<file path="config.mk">
export PLATFORM = sky130hd
export DESIGN_NAME = audio_serial_rx
export DESIGN_NICKNAME = d
export VERILOG_FILES = /design/src/rtl/audio_serial_rx_pkg.sv /design/src/rtl/asr_sync.sv /design/src/rtl/asr_deframe.sv /design/src/rtl/asr_pair.sv /design/src/rtl/audio_serial_rx.sv
export SDC_FILE = /design/constraint.sdc
export NUM_CORES = 1
export LEC_CHECK = 0
export BUFFER_PORTS_ARGS = -buffer_cell sky130_fd_sc_hd__buf_2
export CAP_MARGIN = 5
export CORE_ASPECT_RATIO = 0.75
export CORE_UTILIZATION = 41
export DETAILED_ROUTE_END_ITERATION = 16
export MAX_ROUTING_LAYER = met4
export PLACE_DENSITY_LB_ADDON = 0.3
export SLEW_MARGIN = 20
export SYNTH_ARGS = -nofsm -noshare
export SYNTH_HDL_FRONTEND = slang
export SYNTH_SLANG_ARGS = --single-unit
export TNS_END_PERCENT = 5
</file>
<file path="constraint.sdc">
create_clock -name clk_i -period 3.92 [get_ports clk_i]
set_clock_uncertainty 0.05 [all_clocks]
set_input_delay 0.784 -clock clk_i [delete_from_list [all_inputs] [get_ports clk_i]]
set_output_delay 0.784 -clock clk_i [all_outputs]
set_load 0.005 [all_outputs]
</file>
<file path="src/rtl/audio_serial_rx_pkg.sv">
package audio_serial_rx_pkg;
  typedef enum logic [1:0] {
    FMT_RJ  = 2'b00,
    FMT_LJ  = 2'b01,
    FMT_I2S = 2'b10,
    FMT_DSP = 2'b11
  } fmt_e;

  typedef struct packed {
    fmt_e fmt;
    logic pol;
  } cfg_t;
endpackage

</file>
<file path="src/rtl/asr_sync.sv">
module asr_sync #(
  parameter int STAGES = 2
) (
  input  logic clk_i,
  input  logic rst_ni,
  input  logic bclk_i,
  input  logic chclk_i,
  input  logic sdata_i,
  output logic tick_o,
  output logic ch_o,
  output logic sd_o
);
  // lane 0 bit clock, lane 1 channel clock, lane 2 data
  logic [2:0] stg_q [STAGES];
  logic       bclk_q;

  always_ff @(posedge clk_i or negedge rst_ni) begin
    if (!rst_ni) begin
      for (int i = 0; i < STAGES; i++) stg_q[i] <= '0;
      bclk_q <= 1'b0;
    end else begin
      stg_q[0] <= {sdata_i, chclk_i, bclk_i};
      for (int i = 1; i < STAGES; i++) stg_q[i] <= stg_q[i-1];
      bclk_q <= stg_q[STAGES-1][0];
    end
  end

  assign tick_o = stg_q[STAGES-1][0] & ~bclk_q;
  assign ch_o   = stg_q[STAGES-1][1];
  assign sd_o   = stg_q[STAGES-1][2];
endmodule

</file>
<file path="src/rtl/asr_deframe.sv">
module asr_deframe
  import audio_serial_rx_pkg::*;
#(
  parameter int DW = 24
) (
  input  logic          clk_i,
  input  logic          rst_ni,
  input  logic          tick_i,
  input  logic          ch_i,
  input  logic          sd_i,
  input  cfg_t          cfg_req_i,
  output logic [DW-1:0] word_o,
  output logic          done_o,
  output logic          is_left_o,
  output logic          apply_o,
  output cfg_t          cfg_o
);
  localparam int CW = $clog2(2*DW + 1);
  localparam logic [CW-1:0] W1   = CW'(DW);
  localparam logic [CW-1:0] W2   = CW'(2*DW);
  localparam logic [CW-1:0] IDLE = W2;

  cfg_t          cfg_q;
  logic          ch_d, eff_q, primed_q;
  logic [CW-1:0] cnt_q, cnt_nxt, lim;
  logic [DW-1:0] sh_q;
  logic          dsp, i2s, rj, eff, lvl_left, prev_left, chan_edge, start, run;

  always_comb begin
    dsp       = cfg_q.fmt == FMT_DSP;
    i2s       = cfg_q.fmt == FMT_I2S;
    rj        = cfg_q.fmt == FMT_RJ;
    // I2S and early pulse framing see the channel clock one bit late
    eff       = (i2s || (dsp && !cfg_q.pol)) ? ch_d : ch_i;
    lvl_left  = (i2s ? ~eff : eff) ^ cfg_q.pol;
    prev_left = (i2s ? ~eff_q : eff_q) ^ cfg_q.pol;
    chan_edge = eff ^ eff_q;
    start     = dsp ? (eff & ~eff_q) : chan_edge;
    lim       = dsp ? W2 : W1;
    run       = start || (cnt_q < lim);
    cnt_nxt   = start ? CW'(1) : ((cnt_q < lim) ? cnt_q + CW'(1) : cnt_q);
    if (rj) begin
      word_o    = sh_q;
      done_o    = tick_i && chan_edge && primed_q;
      is_left_o = prev_left;
    end else begin
      word_o    = {sh_q[DW-2:0], sd_i};
      done_o    = tick_i && run && ((cnt_nxt == W1) || (dsp && cnt_nxt == W2));
      is_left_o = dsp ? (cnt_nxt == W1) : lvl_left;
    end
    apply_o = tick_i && (cfg_req_i != cfg_q) && ch_i && !ch_d;
  end

  always_ff @(posedge clk_i or negedge rst_ni) begin
    if (!rst_ni) begin
      cfg_q    <= '{fmt: FMT_RJ, pol: 1'b0};
      ch_d     <= 1'b0;
      eff_q    <= 1'b0;
      primed_q <= 1'b0;
      cnt_q    <= IDLE;
      sh_q     <= '0;
    end else if (tick_i) begin
      sh_q  <= {sh_q[DW-2:0], sd_i};
      ch_d  <= ch_i;
      eff_q <= eff;
      cnt_q <= cnt_nxt;
      if (start) primed_q <= 1'b1;
      if (apply_o) begin
        cfg_q    <= cfg_req_i;
        cnt_q    <= IDLE;
        primed_q <= 1'b0;
        eff_q    <= ch_i;
        ch_d     <= ch_i;
      end
    end
  end

  assign cfg_o = cfg_q;
endmodule

</file>
<file path="src/rtl/asr_pair.sv">
module asr_pair #(
  parameter int DW = 24
) (
  input  logic          clk_i,
  input  logic          rst_ni,
  input  logic          done_i,
  input  logic          is_left_i,
  input  logic [DW-1:0] word_i,
  input  logic          flush_i,
  output logic [DW-1:0] left_o,
  output logic [DW-1:0] right_o,
  output logic          valid_o
);
  logic [DW-1:0] hold_q;
  logic          have_q;

  always_ff @(posedge clk_i or negedge rst_ni) begin
    if (!rst_ni) begin
      hold_q  <= '0;
      have_q  <= 1'b0;
      left_o  <= '0;
      right_o <= '0;
      valid_o <= 1'b0;
    end else begin
      valid_o <= 1'b0;
      if (done_i) begin
        if (is_left_i) begin
          hold_q <= word_i;
          have_q <= 1'b1;
        end else if (have_q) begin
          left_o  <= hold_q;
          right_o <= word_i;
          valid_o <= 1'b1;
          have_q  <= 1'b0;
        end
      end
      // a completed pair on the applying bit is kept; the open frame is not
      if (flush_i) have_q <= 1'b0;
    end
  end
endmodule

</file>
<file path="src/rtl/audio_serial_rx.sv">
module audio_serial_rx
  import audio_serial_rx_pkg::*;
#(
  parameter int DW          = 24,
  parameter int SYNC_STAGES = 2
) (
  input  logic          clk_i,
  input  logic          rst_ni,
  input  logic          bclk_i,
  input  logic          chclk_i,
  input  logic          sdata_i,
  input  logic [1:0]    fmt_i,
  input  logic          pol_i,
  output logic [DW-1:0] left_o,
  output logic [DW-1:0] right_o,
  output logic          valid_o
);
  logic          bit_tick, ch_s, sd_s, w_done, w_left, apply;
  logic [DW-1:0] w_data;
  cfg_t          cfg_req, cfg_act;

  assign cfg_req = '{fmt: fmt_e'(fmt_i), pol: pol_i};

  asr_sync #(.STAGES(SYNC_STAGES)) u_sync (
    .clk_i, .rst_ni, .bclk_i, .chclk_i, .sdata_i,
    .tick_o(bit_tick), .ch_o(ch_s), .sd_o(sd_s)
  );

  asr_deframe #(.DW(DW)) u_deframe (
    .clk_i, .rst_ni, .tick_i(bit_tick), .ch_i(ch_s), .sd_i(sd_s),
    .cfg_req_i(cfg_req), .word_o(w_data), .done_o(w_done),
    .is_left_o(w_left), .apply_o(apply), .cfg_o(cfg_act)
  );

  asr_pair #(.DW(DW)) u_pair (
    .clk_i, .rst_ni, .done_i(w_done), .is_left_i(w_left), .word_i(w_data),
    .flush_i(apply), .left_o, .right_o, .valid_o
  );
endmodule

</file>
# Yosys cells after proc, flatten, opt, wreduce, memory -nomap -nowiden
# Index checks and enable logic that the tools add are counted.
# totals
regBits,117
out_inout_bits,49
# classes
mux,21
order_cmp,1
eq_ne,5
n_bitwise,9
n_addsub,1
n_reduce_logical,21
# op_table
operator,n
$mux 24,1
$mux 6,4
$mux 1,16
$logic_and 1x1->1,9
$add 6x1->6 const B,1
$eq 6x5->1 const B,1
$eq 6x6->1 const B,1
$lt 6x6->1,1
$reduce_and 2->1,3
$eq 2x2->1 const B,2
$not 1->1,4
$reduce_bool 2->1,2
$logic_or 1x1->1,3
$ne 3x3->1,1
$reduce_and 3->1,1
$xor 1x1->1,3
$and 1x1->1,2
$logic_not 1->1,2
$logic_not 2->1,1

# Depth between registers and ports, before layout
# Gate-level depths: netlist (run 1).
# logic_depth
word_depth,14
ltp_mapped,12

# Modules after synthesis
# From an unflattened synthesis (run 1), not the netlist that was laid out.
# hier_totals
cells_unflattened,359
area_unflattened_um2,5215.0
# by_module_without_submodules
mod,seq_area_each_um2,cells_each,area_each_um2,n_inst
asr_pair,1851.8,158,2785.2,1
asr_deframe,903.4,193,2240.9,1
asr_sync,175.2,8,188.9,1

# Worst setup path before layout (run 1)
# Ideal clock, no wire load.
# synth_timing
path_kind,register -> register
start,reg u_deframe.cfg_q (netlist bit u_deframe.cfg_o[1])
end,reg u_pair.left_o[10]
setup_time_ns,0.127
slack_ns,0.395
period_less_slack_ns,3.525
stages_incl_launch_ff,13
t_arrival_ns,3.348
path_cell_list,dfrtp_1 -> buf_2 -> a21boi_0 -> mux2_2 -> ha_1 -> and3b_1 -> a21oi_1 -> or4_1 -> a2111o_1 -> a211oi_2 -> buf_4 -> buf_6 -> mux2_1
# synth_between
elab_chain_len,13
elab_cells_between_ends,32
classes_between,order compare (1); eq/ne (4); mux (10); bitwise (6); reduce/logical (11)
# synth_rtl
element,line,source
from (decl),asr_deframe.sv:23,cfg_t cfg_q;
from (signal assigned),asr_deframe.sv:56,"cfg_q <= '{fmt: FMT_RJ, pol: 1'b0};"
from (signal assigned),asr_deframe.sv:69,cfg_q <= cfg_req_i;
branches (longest 12 deep; another with $lt 6x6->1),--,
$reduce_and 3->1 (no source line) *,--,
to (signal assigned),asr_pair.sv:31,left_o <= hold_q;
to (decl),asr_pair.sv:10,"output logic [DW-1:0] left_o,"
# Every way passes the cells marked *.
# A chain may end at the register's enable or synchronous reset.

# Worst setup path in the final report (run 1)
# layout_timing
start,reg u_deframe.cfg_q (netlist bit u_deframe.cfg_o[1])
end,reg u_pair.left_o[21]
# Same word-level chain as after synthesis.

==> summary.md, run 1 <==
| Metric | Value |
|---|---|
| Status | `finished, final reports clean` |
| Pre-Repair DR Iteration Count | `4` |
| Largest net degree at the start of global routing | `70` |
| Number of fill cells | `1,059` |
| Worst-path clk slew | `0.06 ns` |
| Post-synthesis mux area share | `23.0%` |
| FF-to-FF Start | `u_deframe.cfg_o[1]` |
| Top-Level Pins | `57` |
| Rows | `34` |
| Die Area | `12,800 um2` |
| Initial Util | `42.9%` |
| Gr usage total | `17.8%` |
| CTS buffer count | `17` |
| Largest family of logic cells by synthesized area | `multiplexers` |
| Hold WC Path Type | `register to register` |
| Area of the multi-input gates | `2050 um2` |
| Commonest non-fill, non-tap cell in the layout | `dfrtp_1` |
| Clk buf depth | `2` |
| Ys flop type | `dfrtp_1` |
| RSZ-0062 raised after global routing | `no` |
| Routed len/inst | `15.2 um` |
| Via count | `3,249` |
| Commonest cells after routing, fill and taps aside | `115 x dfrtp_1, 91 x mux2_2, 86 x nand2_1` |
| Yosys cell types | `45` |
| Area grow syn2layout | `22.7%` |
| Port bufs | `56` |
| Tcrit/Tclk final | `92.9%` |
| Setup Buffers After CTS | `0` |
| Fmax | `0.275 GHz` |
| Final Max Tran Viols | `0` |
| Setup Viol. Count Final | `0` |
| CTS resizes | `0` |
| Setup CP Type | `register to register` |
| Post-DRT Antenna Nets | `0` |
| Post-synthesis adder-cell area fraction | `0.740%` |
| Final-stage net count | `482` |
| DP Worst Slack | `0.189 ns` |
| Clk_lat worst skew | `0.41 ns` |
| Simple-gate share of the synthesized area | `10.1%` |
| Mapped Cells | `405` |
| Crit-path max FO | `25` |
| Vias in the first global route | `3,296` |
| Min-Delay Endpoint | `u_sync.stg_q[0]` |
| Fin crit period | `3.64 ns` |
| Clock Tree Root | `clkbuf_16` |
| CTS sink count | `117` |
| Post-synthesis sequential area ratio | `57.7%` |
| Synth Area in Compound Gates | `5.05%` |
| Post-Route WL | `9840 um` |
| Mean post-synth cell area | `12.5 um2` |
| CP Capture Type | `register` |
| Post-synth ARST share | `100%` |
| Max-cap violations | `0` |
| R2R depth | `10` |
| CTS tree | `done` |
| Remaining DRCs | `0` |
| Vias per inst | `5.03` |
| DIE WIDTH | `130 um` |
| Syn Nets | `416` |
| Detailed Place HPWL | `6340 um` |
| PD cells | `592 nW/um2` |
| Final setup TNS | `0 ns` |
| Arr. time, crit path | `3.88 ns` |
| HP Start | `u_sync.stg_q[3]` |
| Peak supply drop | `0.290 mV` |
| Core ar. | `11,800 um2` |
| Flops & latches, synth | `117` |
| First-pass GRT wire length | `16,800 um` |
| Leakage Power | `3.21 nW` |
| Reg-to-reg endpoint | `u_pair.left_o[21]` |
| Hold Path Stages | `0` |
| Final setup margin | `0.279 ns` |
| Number of synthesized flops with an enable pin | `0` |
| Register Area | `2930 um2` |
| Hold slack final | `0.295 ns` |
| PnR Total Power | `3.69 mW` |
| Initial antenna violation count | `0` |
| Grt total ovfl | `0` |
| Placed Cells | `614` |
| H-tree depth | `4` |
| Startpoint types | `register` |
| Post-synthesis xor/xnor area fraction | `1.21%` |
| Cell Area, Synth | `5070 um2` |
| Post-Layout Cell Count | `646` |
| Yosys warning total | `0` |
| Slew HR | `46.9%` |
| Initial DRC Count | `186` |
| Hold_buf cts | `0` |
| Worst slew pin tran | `0.796 ns` |
| Worst R2R Setup Slack | `0.28 ns` |
| Worst EP required | `4.15 ns` |
| GP Congestion | `0.784` |
| Diodes inserted | `0` |
| Layout cells sized above 1 | `40.7%` |
| Die span in y | `98.4 um` |
| Hold Fails Final Rpt | `0` |
==> metrics by stage <==
step,cell area (um2),utilization [%]
global placement,5600,47.4
floorplan,5070,-
global route,6230,52.7
finish,6230,52.7
CTS,6220,52.6
detailed placement,5600,47.4
==> how the worst max path moves through the flow <==
stage | startpoint | endpoint | slack (ns) | cells after the start
CTS | u_deframe.cfg_o[1] | u_pair.left_o[13] | 0.13 | 9
global placement | u_deframe.cfg_o[1] | u_pair.right_o[10] | 0.30 | 10
finish | u_deframe.cfg_o[1] | u_pair.left_o[21] | 0.28 | 10
detailed placement | u_deframe.cfg_o[1] | u_pair.left_o[13] | 0.19 | 9
global route | u_deframe.cfg_o[2] | u_pair.right_o[13] | 0.12 | 10
floorplan | u_deframe.cfg_o[1] | u_pair.left_o[10] | 0.39 | 12
==> Yosys cell counts (4+ instances only) <==
cell / n / area, um2
a21oi_1: 7 / 35.0
buf_2: 6 / 30.0
clkbuf_1: 9 / 33.8
dfrtp_1: 115 / 2880
mux2_1: 9 / 101
mux2_2: 91 / 1020
mux2i_1: 4 / 40.0
nand2_1: 86 / 323
nor2_1: 7 / 26.3
o21ai_0: 10 / 50.1
xor2_1: 6 / 52.6
==> per-layer routing <==
| metal | track usage [%] | up-vias | wire length (um) |
|---|---|---|---|
| met5 | - | - | 0 |
| met4 | 6.10 | 0 | 64 |
| met3 | 4.88 | 5 | 357 |
| met2 | 25.7 | 57 | 4400 |
| met1 | 24.2 | 1647 | 5010 |
| li1 | - | 1540 | - |
==> power breakdown <==
part | total [mW] | internal (mW) | switching, mW
logic | 0.577 | 0.277 | 0.300
clock network | 1.63 | 1.10 | 0.533
registers | 1.48 | 1.35 | 0.124
total | 3.69 | 2.73 | 0.957
==> sequential cells by signal (all words and copies together), names as in the netlist <==
signal and flops:
u_sync.ch_o 1, u_pair.valid_o 1, u_pair.left_o 24, u_deframe.primed_q 1
u_pair.have_q 1, u_pair.right_o 24, u_deframe.cnt_q 6, u_deframe.ch_d 1
u_deframe.eff_q 1, u_pair.hold_q 24, u_deframe.sh_q 24, u_sync.sd_o 1
u_sync.bclk_q 1, u_sync.stg_q 4, u_deframe.cfg_o 3
==> critical path: stages, from the launching register on <==
cell and delay [ns]:
dfrtp_1 0.45, a21boi_0 0.22, mux2_2 0.36, ha_1 0.17
and3b_1 0.28, a21oi_2 0.11, or4_1 0.44, a2111o_1 0.47
a211oi_4 0.38, buf_12 0.23, mux2_2 0.35
==> area by class of cell <==
| cell class | instances | area share, % |
|---|---|---|
| flip-flops and latches | 117 | 47.1 |
| multi-input cells | 265 | 32.9 |
| clock buffers | 24 | 7.57 |
| repair buffers | 67 | 6.67 |
| well taps | 162 | 3.25 |
| clock inverters | 8 | 2.37 |
| inverters | 3 | 0.181 |
==> logic make-up (layout without fill, tap and decap cells) <==
family | after synthesis | count (layout)
fa+ha+maj | 3 | 3
compound gates | 35 | 35
flops | 117 | 117
simple gates | 116 | 116
buf+inv | 23 | 102
xor+xnor | 7 | 7
mux | 104 | 104
(Power assumes the default switching activity.)
==> run 2, diff against run 1 <==
ABC_AREA = 1   (was default)
CORE_UTILIZATION = 52   (was 41)
CTS_BUF_LIST = sky130_fd_sc_hd__clkbuf_16   (was default)
==> summary.md, run 2 <==
| Metric | Value |
|---|---|
| Status | `finished, final reports clean` |
| Post-synth top area share | `53.9% (-2.8 points)` |
| PnR Total Power | `3.72 mW (+0.97%)` |
| Setup Buffers After CTS | `0 (unchanged)` |
| Post-synth top cells | `209 x nand2_1, 115 x dfrtp_1, 74 x inv_1` |
| Mean post-synth cell area | `8.50 um2 (-32%)` |
| Syn Nets | `639 (+54%)` |
| Commonest cells after routing, fill and taps aside | `209 x nand2_1, 115 x dfrtp_1, 76 x inv_1` |
| Worst-path clk slew | `0.06 ns (about the same)` |
| Hold WC Path Type | `register to register` |
| Layout Utilization | `63.9% (+11 points)` |
| DP Worst Slack | `0.750 ns (+0.562 ns)` |
| Simple-gate share of the synthesized area | `24.5% (+14 points)` |
| CP Capture Type | `register` |
| Area grow syn2layout | `17.5%` |
| Hold_buf cts | `0 (unchanged)` |
| Via count | `4,362 (+34%)` |
| Yosys warning total | `0 (unchanged)` |
| Initial Util | `54.4% (+11 points)` |
| GP Congestion | `0.827 (+5.4%)` |
| Remaining DRCs | `0 (unchanged)` |
| Count leader, synth | `nand2_1` |
| FF-to-FF Start | `u_deframe.cfg_o[0]` |
| First-pass GRT wire length | `20,500 um (+22%)` |
| Post-Layout Cell Count | `821 (+27%)` |
| HP Start | `u_sync.stg_q[5]` |
| Vias per inst | `5.31 (+5.6%)` |
| Post-synth top area cell | `dfrtp_1` |
| Largest net degree at the start of global routing | `74 (+5.7%)` |
| Diodes inserted | `0 (unchanged)` |
| Setup Viol. Count Final | `0 (unchanged)` |
| CP Launch Point | `u_deframe.cfg_o[0]` |
| Post-Route WL | `11,900 um (+21%)` |
| Post-synth ARST share | `100% (unchanged)` |
| Final Max Tran Viols | `0 (unchanged)` |
| Routed len/inst | `14.4 um (-5.1%)` |
| Yosys cell types | `32 (-29%)` |
| Worst slew pin tran | `0.914 ns (+0.118 ns)` |
| Clk buf depth | `2 (unchanged)` |
| Synth Area in Compound Gates | `10.6% (+5.5 points)` |
| Setup CP Type | `register to register` |
| Post-DRT Antenna Nets | `0 (unchanged)` |
| Ys flop type | `dfrtp_1` |
| Core ar. | `9810 um2 (-17%)` |
| Clock Tree Root | `clkbuf_16` |
| Gr usage total | `25.1% (+7.2 points)` |
| Rows | `31 (-8.8%)` |
| Leakage Power | `3.43 nW (+6.9%)` |
| Clk_lat worst skew | `0.41 ns (about the same)` |
| Post-synthesis adder-cell area fraction | `0.703% (-0.036 points)` |
| Arr. time, crit path | `3.47 ns (-0.41 ns)` |
| Port bufs | `56 (unchanged)` |
| CTS tree | `done` |
| Post-synthesis xor/xnor area fraction | `0.328% (-0.88 points)` |
| Grt total ovfl | `0 (unchanged)` |
| Fmax | `0.310 GHz (+13%)` |
| Tcrit/Tclk final | `82.4% (-10 points)` |
| Initial DRC Count | `418 (+120%)` |
| PD cells | `594 nW/um2 (+0.31%)` |
| Placed Cells | `789 (+29%)` |
| CTS resizes | `0 (unchanged)` |
| Crit-path max FO | `49 (+96%)` |
| Detailed Place HPWL | `7580 um (+19%)` |
| Peak supply drop | `0.361 mV (+25%)` |
| Hold Fails Final Rpt | `0 (unchanged)` |
| Slew HR | `39.1% (-7.8 points)` |
| Pre-Repair DR Iteration Count | `5 (+1)` |
| RSZ-0062 raised after global routing | `no` |
| Synth top area cells | `dfrtp_1 54%, nand2_1 15%, nand4_1 5.7%` |
| Die Area | `10,700 um2 (-17%)` |
| Placed Area | `5670 um2 (+1.2%)` |
| Commonest non-fill, non-tap cell in the layout | `nand2_1` |
| Largest family of logic cells by synthesized area | `simple AND/OR/NAND/NOR gates` |
| Fin crit period | `3.23 ns (-0.411 ns)` |
| Final-stage net count | `687 (+43%)` |
| Post-synthesis mux area share | `0% (-23 points)` |
| Mapped Cells | `628 (+55%)` |
| Design Area, Final | `6270 um2 (+0.66%)` |
| Number of synthesized flops with an enable pin | `0 (unchanged)` |
| Worst EP required | `4.16 ns (about the same)` |
| DIE WIDTH | `119 um (-8.8%)` |
| Initial antenna violation count | `0 (unchanged)` |
| Layout cells sized above 1 | `16.3% (-24 points)` |
| Final setup TNS | `0 ns (unchanged)` |
| Post-synthesis sequential area ratio | `54.9% (-2.8 points)` |
| Hold slack final | `0.291 ns (-0.00445 ns)` |
| Vias in the first global route | `4,011 (+22%)` |
| Final setup margin | `0.690 ns (+0.411 ns)` |
| Cell Area, Synth | `5340 um2 (+5.2%)` |
| Die span in y | `89.7 um (-8.8%)` |
| Flops & latches, synth | `117 (unchanged)` |
| CTS sink count | `117 (unchanged)` |
| Top-Level Pins | `57 (unchanged)` |
| CTS buffer count | `17 (unchanged)` |
| Max-cap violations | `0 (unchanged)` |
| Startpoint types | `register` |
| H-tree depth | `4 (unchanged)` |
run 2: changes by cell type in the layout (fill, tap and decap cells not counted), moves of 8 or more:
| cell | before | now |
|---|---|---|
| o21a_1 | 1 | 24 |
| mux2_1 | 9 | 0 |
| nand2_1 | 86 | 209 |
| nor2_1 | 6 | 16 |
| mux2_2 | 91 | 0 |
| nand4_1 | 0 | 49 |
| o21ai_1 | 0 | 8 |
| o21ai_0 | 10 | 42 |
| inv_1 | 3 | 76 |
| nand3_1 | 0 | 15 |
run 2: worst paths after layout:
kind / endpoint / depth (start not counted) / slack, ns
min reg2reg: u_sync.sd_o / 0 / 0.29
max: u_pair.left_o[2] / 19 / 0.69
max in group asynchronous: u_pair.hold_q[11] / 2 / 2.49
min in group asynchronous: u_deframe.cfg_o[1] / 1 / 0.45
max reg2reg: u_pair.left_o[2] / 19 / 0.69
min: u_sync.sd_o / 0 / 0.29
run 2: power by group:
part	switching, mW	internal, mW	total (mW)	leakage [nW]
clock	0.517	1.04	1.56	0.299
sequential	0.130	1.33	1.46	1.58
combinational	0.490	0.212	0.702	1.55
run 2: cell families after synthesis:
kind of cell / after synthesis
simple gates: 301
fa+ha+maj: 3
flops: 117
xor+xnor: 2
compound gates: 92
buf+inv: 113
run 2: critical path: stages, from the launching register on:
cell and delay (ns):
dfrtp_1 0.42, inv_1 0.11, o21ai_1 0.18, nand2_1 0.06, o21ai_1 0.17, ha_1 0.31, nand2_1 0.11, o21ai_4 0.11
nand3_1 0.12, nand2_1 0.09, nor2_2 0.12, nand2_1 0.06, nand2_1 0.06, nand2_1 0.07, nand2_2 0.08, buf_4 0.42
nand3_2 0.12, buf_4 0.25, nand2_1 0.11, nand2_1 0.05
run 2: routing by layer:
| layer | routed length (um) | share of wire [%] | vias to the layer above | global-route usage [%] |
|---|---|---|---|---|
| met5 | 0 | 0 | - | - |
| met4 | 165 | 1.4 | 0 | 8.54 |
| met3 | 846 | 7.1 | 17 | 5.71 |
| met2 | 4910 | 41 | 166 | 32.8 |
| met1 | 5940 | 50 | 2046 | 38.0 |
| li1 | - | - | 2133 | - |
run 2: area by class of cell:
type | count | area [um2]
clock buffers | 17 | 425
well taps | 132 | 165
fillers | 794 | 3540
inverters | 76 | 285
repair buffers | 66 | 358
flip-flops and latches | 117 | 2930
multi-input cells | 398 | 1930
clock inverters | 15 | 170
